$ cat src/rtl/ivt_pkg.sv
package ivt_pkg;

    parameter int MW = 6;

    typedef logic signed [MW-1:0] metric_t;

    typedef struct packed {
        metric_t lo;
        metric_t hi;
    } span_t;

    localparam metric_t M_MIN = {1'b1, {(MW-1){1'b0}}};
    localparam metric_t M_MAX = {1'b0, {(MW-1){1'b1}}};

    function automatic span_t full_span();
        span_t s;
        s.lo = M_MIN;
        s.hi = M_MAX;
        return s;
    endfunction

    function automatic metric_t clamp(metric_t x, span_t s);
        if (x < s.lo)      return s.lo;
        else if (x > s.hi) return s.hi;
        else               return x;
    endfunction

    function automatic logic is_ordered(span_t s);
        return s.lo <= s.hi;
    endfunction

endpackage

$ cat src/rtl/ivt_merge.sv
module ivt_merge
    import ivt_pkg::*;
(
    input  span_t outer,
    input  span_t inner,
    output span_t merged
);

    // inner is applied first, outer second: fold inner's bounds into outer
    always_comb begin
        merged.lo = clamp(inner.lo, outer);
        merged.hi = clamp(inner.hi, outer);
    end

endmodule

$ cat src/rtl/ivt_level.sv
module ivt_level
    import ivt_pkg::*;
#(
    parameter int NODES = 1,
    parameter bit REG   = 1'b1
) (
    input  logic                   clk,
    input  logic                   rst,
    input  logic                   in_valid,
    input  metric_t                in_init,
    input  span_t [2*NODES-1:0]    in_sp,
    output logic                   out_valid,
    output metric_t                out_init,
    output span_t [NODES-1:0]      out_sp
);

    span_t [NODES-1:0] merged;

    for (genvar j = 0; j < NODES; j++) begin : g_node
        ivt_merge u_merge (
            .outer (in_sp[2*j]),
            .inner (in_sp[2*j+1]),
            .merged(merged[j])
        );
    end

    if (REG) begin : g_reg
        always_ff @(posedge clk) begin
            if (rst) begin
                out_valid <= 1'b0;
                out_init  <= '0;
                out_sp    <= '0;
            end else begin
                out_valid <= in_valid;
                out_init  <= in_init;
                out_sp    <= merged;
            end
        end

        a_r4_level_delay: assert property (@(posedge clk) disable iff (rst)
            in_valid |=> out_valid)
            else $error("level valid did not advance one cycle");
    end else begin : g_comb
        assign out_valid = in_valid;
        assign out_init  = in_init;
        assign out_sp    = merged;
    end

    logic in_ok, mg_ok, mg_inside;
    always_comb begin
        in_ok     = 1'b1;
        mg_ok     = 1'b1;
        mg_inside = 1'b1;
        for (int i = 0; i < 2*NODES; i++) begin
            if (!is_ordered(in_sp[i])) in_ok = 1'b0;
        end
        for (int j = 0; j < NODES; j++) begin
            if (!is_ordered(merged[j])) mg_ok = 1'b0;
            if (merged[j].lo < in_sp[2*j].lo || merged[j].hi > in_sp[2*j].hi)
                mg_inside = 1'b0;
        end
    end

    // ordered intervals stay ordered through a merge
    a_r3_merge_ordered: assert property (@(posedge clk) disable iff (rst)
        (in_valid && in_ok) |-> mg_ok)
        else $error("merged interval inverted");

    // a merged interval never leaves its outer (later-applied) interval
    a_r7_merge_inside: assert property (@(posedge clk) disable iff (rst)
        (in_valid && in_ok) |-> mg_inside)
        else $error("merged interval escapes outer interval");

endmodule

$ cat src/rtl/ivt_limit.sv
module ivt_limit
    import ivt_pkg::*;
(
    input  logic    clk,
    input  logic    rst,
    input  logic    in_valid,
    input  metric_t in_init,
    input  span_t   root,
    output logic    out_valid,
    output metric_t out_metric,
    output metric_t out_lo,
    output metric_t out_hi
);

    always_ff @(posedge clk) begin
        if (rst) begin
            out_valid  <= 1'b0;
            out_metric <= '0;
            out_lo     <= '0;
            out_hi     <= '0;
        end else begin
            out_valid  <= in_valid;
            out_metric <= clamp(in_init, root);
            out_lo     <= root.lo;
            out_hi     <= root.hi;
        end
    end

    // the result sits inside the combined interval it came from
    a_r1_metric_in_span: assert property (@(posedge clk) disable iff (rst)
        (out_valid && out_lo <= out_hi) |-> (out_metric >= out_lo && out_metric <= out_hi))
        else $error("metric outside combined interval");

    // reset clears the output stage on the next edge
    a_r5_reset_clear: assert property (@(posedge clk)
        rst |=> (!out_valid && out_metric == '0 && out_lo == '0 && out_hi == '0))
        else $error("reset did not clear outputs");

    // the output stage adds exactly one cycle
    a_r4_out_delay: assert property (@(posedge clk) disable iff (rst)
        in_valid |=> out_valid)
        else $error("output valid did not follow");

endmodule

$ cat src/rtl/ivt_tree.sv
module ivt_tree
    import ivt_pkg::*;
#(
    parameter int W        = 9,
    parameter bit PIPELINE = 1'b1
) (
    input  logic                        clk,
    input  logic                        rst,
    input  logic                        in_valid,
    input  logic [W*ivt_pkg::MW-1:0]    lo_flat,
    input  logic [W*ivt_pkg::MW-1:0]    hi_flat,
    input  logic signed [ivt_pkg::MW-1:0] init_metric,
    output logic                        out_valid,
    output logic signed [ivt_pkg::MW-1:0] out_metric,
    output logic signed [ivt_pkg::MW-1:0] out_lo,
    output logic signed [ivt_pkg::MW-1:0] out_hi
);

    localparam int LEVELS = (W > 1) ? $clog2(W) : 0;
    localparam int LEAVES = 1 << LEVELS;

    for (genvar l = 0; l <= LEVELS; l++) begin : g_lv
        span_t [(LEAVES >> l)-1:0] sp;
        logic                      v;
        metric_t                   init;

        if (l == 0) begin : g_leaf
            assign v    = in_valid;
            assign init = init_metric;
            for (genvar k = 0; k < LEAVES; k++) begin : g_k
                if (k < W) begin : g_real
                    assign sp[k].lo = metric_t'(lo_flat[k*MW +: MW]);
                    assign sp[k].hi = metric_t'(hi_flat[k*MW +: MW]);
                end else begin : g_pad
                    assign sp[k] = full_span();
                end
            end
        end else begin : g_merge
            ivt_level #(
                .NODES(LEAVES >> l),
                .REG  (PIPELINE)
            ) u_level (
                .clk      (clk),
                .rst      (rst),
                .in_valid (g_lv[l-1].v),
                .in_init  (g_lv[l-1].init),
                .in_sp    (g_lv[l-1].sp),
                .out_valid(v),
                .out_init (init),
                .out_sp   (sp)
            );
        end
    end

    ivt_limit u_limit (
        .clk       (clk),
        .rst       (rst),
        .in_valid  (g_lv[LEVELS].v),
        .in_init   (g_lv[LEVELS].init),
        .root      (g_lv[LEVELS].sp[0]),
        .out_valid (out_valid),
        .out_metric(out_metric),
        .out_lo    (out_lo),
        .out_hi    (out_hi)
    );

    // ordered output interval whenever it is valid after ordered inputs
    a_r3_out_ordered: assert property (@(posedge clk) disable iff (rst)
        (g_lv[LEVELS].v && is_ordered(g_lv[LEVELS].sp[0])) |=> (out_lo <= out_hi))
        else $error("output interval inverted");

endmodule

$ cat config.mk
export PLATFORM = sky130hd
export DESIGN_NAME = ivt_tree
export DESIGN_NICKNAME = d
export VERILOG_FILES = /design/src/rtl/ivt_pkg.sv /design/src/rtl/ivt_merge.sv /design/src/rtl/ivt_level.sv /design/src/rtl/ivt_limit.sv /design/src/rtl/ivt_tree.sv
export SDC_FILE = /design/constraint.sdc
export NUM_CORES = 1
export LEC_CHECK = 0
export ABC_AREA = 1
export BUFFER_PORTS_ARGS = -buffer_cell sky130_fd_sc_hd__buf_4
export CAP_MARGIN = 30
export CELL_PAD_IN_SITES_DETAIL_PLACEMENT = 1
export CELL_PAD_IN_SITES_GLOBAL_PLACEMENT = 1
export CORE_MARGIN = 1.5
export CORE_UTILIZATION = 44
export CTS_BUF_LIST = sky130_fd_sc_hd__clkbuf_4
export DETAILED_ROUTE_END_ITERATION = 10
export PLACE_DENSITY = 0.94
export RECOVER_POWER = 25
export SYNTH_ARGS = -nofsm -noshare
export SYNTH_HDL_FRONTEND = slang
export SYNTH_SLANG_ARGS = --single-unit
$ cat constraint.sdc
create_clock -name clk -period 2.17 [get_ports clk]
set_clock_uncertainty 0.2 [all_clocks]
set_input_delay 0.3255 -clock clk [delete_from_list [all_inputs] [get_ports clk]]
set_output_delay 0.3255 -clock clk [all_outputs]
set_load 0.05 [all_outputs]
== Word level (Yosys, flattened, before mapping) ==
Index checks and enable logic that the tools add are counted.
W data, S select, Z words.
Word-level totals
  output and inout port bits: 19
  word-level logic and storage cells: 143
  input bits: 117
  flip-flop bits (word level): 227
Cells by class
  magnitude comparators: 50
  multiplexer cells: 51
Operators with widths (number)
  $mux W6: 50
  $gt A6 B6 Y1: 23
  $lt A6 B6 Y1: 23
  $mux W96: 1
  $gt A6 B6 Y1 const A: 2
  $lt A6 B6 Y1 const A: 2

== Depth between registers and ports, before layout ==
  depth in word-level cells: 4
  mapped depth: 13
  depth with buffers taken out: 13

== Modules after synthesis ==
From an unflattened synthesis, not the netlist that was laid out.
Unflattened totals
  cells, all modules: 3438
  area, all modules: 22256.3 µm²
By module, submodules not included
  ivt_merge at g_lv[1].g_merge.u_level.g_node[0].u_merge ...: seq. area each 0.0 µm², area each 1019.7 µm², times used 14, cells an instance 177
  ivt_level at g_lv[1].g_merge.u_level: seq. area each 2062.0 µm², area each 2936.6 µm², times used 1, cells an instance 320
  ivt_level at g_lv[2].g_merge.u_level: seq. area each 1101.1 µm², area each 1581.5 µm², times used 1, cells an instance 171
  ivt_merge at g_lv[1].g_merge.u_level.g_node[6].u_merge: seq. area each 0.0 µm², area each 1017.2 µm², times used 1, cells an instance 177
  ivt_limit: seq. area each 380.4 µm², area each 1001.0 µm², times used 1, cells an instance 135
  ivt_level at g_lv[3].g_merge.u_level: seq. area each 620.6 µm², area each 887.1 µm², times used 1, cells an instance 96
  ivt_level at g_lv[4].g_merge.u_level: seq. area each 380.4 µm², area each 549.3 µm², times used 1, cells an instance 59
  ivt_tree: seq. area each 0.0 µm², area each 7.5 µm², times used 1, cells an instance 2

== Least setup slack after synthesis ==
OpenSTA, ideal clock, no wires.
  path type: reg-to-reg
  start: reg g_lv[2].g_merge.u_level.out_sp[39] (netlist name)
  end: reg g_lv[3].g_merge.u_level.out_sp[13] (netlist name)
  setup slack: 308 ps
  data required time: 1861 ps
  cell stages (with the launch flop): 10
  data arrival time: 1553 ps
  buffers on the path: 1
  cells stage by stage: dfxtp_1 ha_1 a21o_1 a21oi_1 nand3_1 buf_2 nor2_1 nor2_1 nand2_1 inv_1
Between the ends
  word-level cells in the longest chain between the ends: 3
RTL lines
  start: declaration: RTL line ivt_level.sv:14  | output span_t [NODES-1:0] out_sp
  start signal: assignment: RTL line ivt_level.sv:36  | out_sp <= merged;
  $gt A6 B6 Y1: RTL line ivt_pkg.sv:24  | else if (x > s.hi) return s.hi;
  $mux W6: RTL line ivt_pkg.sv:24
  $mux W6 *: RTL line ivt_pkg.sv:23  | if (x < s.lo) return s.lo;
  end signal: assignment: RTL line ivt_level.sv:36
  end: declaration: RTL line ivt_level.sv:14
Every way passes the cells marked *; elsewhere a longest branch is shown, timed or not.
A chain may end at the register's enable or synchronous reset.

== Final worst setup path ==
  start: in lo_flat[15] (netlist name)
  end: reg g_lv[1].g_merge.u_level.out_sp[23] (netlist name)
Between the ends
  word-level cells in the longest chain between the ends: 2
RTL lines
  start: declaration: RTL line ivt_tree.sv:10  | input logic [W*ivt_pkg::MW-1:0] lo_flat,
  $lt A6 B6 Y1: RTL line ivt_pkg.sv:23
  $mux W6: RTL line ivt_pkg.sv:23
  end signal: assignment: RTL line ivt_level.sv:36
  end: declaration: RTL line ivt_level.sv:14
Every way passes these cells.

==> impl_metrics.env <==
export IMPL_outcome="finished with violations"
export IMPL_failed_checks="setup timing"
export IMPL_holdPathStages=7
export IMPL_die_area_sq_mm=0.0341
export IMPL_synthMuxAreaShare_pct=0
export IMPL_start_kind="input pin"
export IMPL_r2r_worst_path_cells=5
export IMPL_critPathKind="in2reg"
export IMPL_row_count=66
export IMPL_nNetsFinal=2887
export IMPL_worstHoldPathType="in2reg"
export IMPL_synth_top_area_cell="dfxtp_1"
export IMPL_n_fill_cell=4350
export IMPL_max_freq_mhz=442
export IMPL_multi_input_area_sq_mm=0.00946
export IMPL_drv_cap=0
export IMPL_regToRegSetupSlack_ns=-0.06
export IMPL_register_area_sq_mm=0.00365
export IMPL_design_core_area_sq_mm=0.0325
export IMPL_syn_avg_cell_area_sq_um=6.40
export IMPL_whs_endpoint="g_lv[1].g_merge.u_level.out_sp[35]$_SDFF_PP0_"
export IMPL_worstPathRequired_ns=2.49
export IMPL_synth_xor_area_share_pct=0
export IMPL_areaGrowthSynthToFinish_pct=27.8
export IMPL_power_leakage_nw=10.7
export IMPL_cts_htree_levels=4
export IMPL_min_from="lo_flat[29]"
export IMPL_hpwl_um=35500
export IMPL_synth_ff_type="dfxtp_1"
export IMPL_via_per_inst=5.50
export IMPL_grt_max_degree=83
export IMPL_placedCellCount=2838
export IMPL_drc_errors=0
export IMPL_yosys_area_share_adder_pct=18.0
export IMPL_powerDensity_mw_per_mm2=903
export IMPL_stdcell_area_sq_mm=0.0185
export IMPL_setup_viol=18
export IMPL_grt_pass1_vias=17400
export IMPL_vias=16600
export IMPL_async_flop_share_pct=0
export IMPL_clock_root_buffer="clkbuf_4"
export IMPL_synth_area_leaders="dfxtp_1 (25%), ha_1 (18%), nand2_1 (15%), inv_1 (13%), nand3_1 (13%)"
export IMPL_synth_compound_area_share_pct=4.59
export IMPL_stdcell_count=3024
export IMPL_gp_congestion=0.895
export IMPL_start_util_pct=44.6
export IMPL_grt_pass1_wl_um=83600
export IMPL_timing_final_crit_share_pct=104
export IMPL_rr_startpoint="g_lv[1].g_merge.u_level.out_sp[53]$_SDFF_PP0_"
export IMPL_finalWorstSetupSlack_ns=-0.0946
export IMPL_routed_wl_um=57600
export IMPL_synth_seq_area_share_pct=25.0
export IMPL_netlist_area_sq_mm=0.0145
export IMPL_cp_end_kind="register"
export IMPL_hold_violations=0
export IMPL_slew_violations=0
export IMPL_cts_tree="done"
export IMPL_die_w_um=185
export IMPL_ys_seq_elements=181
export IMPL_synth_edff_count=0
export IMPL_clkLatencyLatePin_ns=0.65
export IMPL_rsz0062_at_grt="true"
export IMPL_setup_tns_ns=-0.530
export IMPL_fin_hold_ws_ns=0.0637
export IMPL_syn_num_nets=2593
export IMPL_ys_top_cells_by_count="nand2_1 (581), inv_1 (521), nand3_1 (367)"
export IMPL_clock_sinks=181
export IMPL_clk_path_buf_depth=2
export IMPL_arrival_ns=2.58
export IMPL_synth_top_area_share_pct=25.0
export IMPL_synthSimpleGateAreaFrac_pct=38.3
export IMPL_critPathMaxFanout=7
export IMPL_cts_buffers=17
export IMPL_ioPinCount=136
export IMPL_gr_total_overflow=0
export IMPL_firstDrtPassIters=7
export IMPL_first_iter_violations=948
export IMPL_yosysMostFrequentCell="nand2_1"
export IMPL_track_usage_pct=30.6
export IMPL_yosysWarnings=0
export IMPL_ir_drop_v=0.000467
export IMPL_p_total_w=0.0167
export IMPL_die_y_um=185
export IMPL_clkTransAtPathRegs_ns=0.16
export IMPL_slew_limit_headroom_pct=61.0
export IMPL_synth_top_family_by_area="simple AND/OR/NAND/NOR gates"
export IMPL_post_route_min_period_ns=2.26
export IMPL_drive_above_1_share_pct=16.4
export IMPL_netlist_instances=2267
export IMPL_wl_per_cell_um=19.0
export IMPL_dpl_cell_area_sq_mm=0.0161
export IMPL_r2r_end="g_lv[2].g_merge.u_level.out_sp[31]$_SDFF_PP0_"
export IMPL_timing_worst_slew_pin_value_ns=0.581
export IMPL_port_buffers=135
export IMPL_ys_types=22
export IMPL_ant_nets=0
export IMPL_antenna_found_initial=8
## flip-flops by register name, indices dropped and copies added, names as in the netlist
| name | count |
|---|---|
| g_lv.g_merge.u_level.out_sp | 134 |
| g_lv.g_merge.u_level.out_init | 24 |
| u_limit.out_hi | 6 |
| u_limit.out_lo | 6 |
| u_limit.out_metric | 6 |
| g_lv.g_merge.u_level.out_valid | 4 |
| u_limit.out_valid | 1 |
## report_power, final
| group | switching (W) | internal, W | total, W |
|---|---|---|---|
| clock | 0.00138 | 0.000622 | 0.00201 |
| combinational | 0.00667 | 0.00360 | 0.0103 |
| sequential | 0.000515 | 0.00394 | 0.00446 |
| total | 0.00857 | 0.00817 | 0.0167 |
## per-stage QoR
step	setup slack [ns]	utilization, %
after global routing	-0.154	57.0
after global placement	0.0711	49.6
final	-0.0946	57.0
after floorplan	0.308	-
after CTS	0.0247	54.6
after detailed placement	-0.0460	49.6
## routing by layer
| layer | vias to the layer above | track usage, % | part of all wire [%] | wire, um |
|---|---|---|---|---|
| met3 | 266 | 3.38 | 4.5 | 2570 |
| met4 | 0 | 17.1 | 5.4 | 3090 |
| met5 | - | 0 | 0 | 0 |
| met2 | 653 | 58.6 | 52 | 30000 |
| met1 | 7965 | 32.2 | 38 | 21900 |
| li1 | 7733 | - | - | - |
## area by class of cell
type | instances | area share, %
flip-flops and latches | 181 | 19.7
well taps | 442 | 2.98
diodes | 8 | 0.108
clock buffers | 17 | 0.688
multi-input cells | 1541 | 51.0
clock inverters | 15 | 0.864
repair buffers | 296 | 14.0
inverters | 524 | 10.7
## critical path, cell delays in order
cell and delay, ns:
dlygate4sd3_1 0.57, buf_4 0.14, clkinvlp_4 0.15, ha_1 0.36
nand2_1 0.09, a21oi_1 0.10, nor2_2 0.15, nand2_1 0.13
nand2_4 0.13, nand3_1 0.10, nand2_1 0.12, inv_1 0.07
nand2_1 0.08, inv_1 0.05
## layout by cell type, fill, tap and decap left out, drive strengths merged
master,synthesis,routed
nand2,625,625
inv,524,529
nand3,411,411
ha,209,209
dfxtp,181,181
buf,11,164
nor2,139,139
dlygate4sd3,0,131
a21oi,53,53
nand4,41,41
o21ai,26,26
clkbuf,10,18
a21o,17,17
a21boi,16,16
diode,0,8
clkinvlp,0,6
clkinv,0,3
o21bai,2,2
and3,1,1
o211ai,1,1
bufinv,0,1
## kinds of logic after synthesis
kind of cell             Yosys count
adder cells (fa/ha/maj)          209
AND/OR/NAND/NOR                 1217
AO/OA/AOI/OAI                    115
flip-flops                       181
buffers and inverters            545
## how the worst max path moves through the flow
stage / to / start
4_1_cts: g_lv[1].g_merge.u_level.out_sp[32]$_SDFF_PP0_ / lo_flat[30]
3_5_place_dp: g_lv[2].g_merge.u_level.out_sp[26]$_SDFF_PP0_ / g_lv[1].g_merge.u_level.out_sp[63]$_DFF_P_
3_3_place_gp: g_lv[1].g_merge.u_level.out_sp[21]$_SDFF_PP0_ / lo_flat[17]
6_report: g_lv[1].g_merge.u_level.out_sp[23]$_SDFF_PP0_ / lo_flat[15]
2_1_floorplan: g_lv[3].g_merge.u_level.out_sp[13]$_SDFF_PP0_ / g_lv[2].g_merge.u_level.out_sp[39]$_SDFF_PP0_
5_1_grt: g_lv[1].g_merge.u_level.out_sp[23]$_SDFF_PP0_ / lo_flat[15]
## timing repair
| action | 4_1_cts | 5_1_grt |
|---|---|---|
| gates resized for setup | 3 | 143 |
| hold buffers | 132 | 3 |
| pin swaps | 0 | 24 |
| setup buffers | 0 | 14 |
| gates cloned | 0 | 1 |
| endpoints found under the setup margin | 11 | 104 |
| hold endpoints to repair | 88 | 3 |
(Power assumes the default switching activity.)
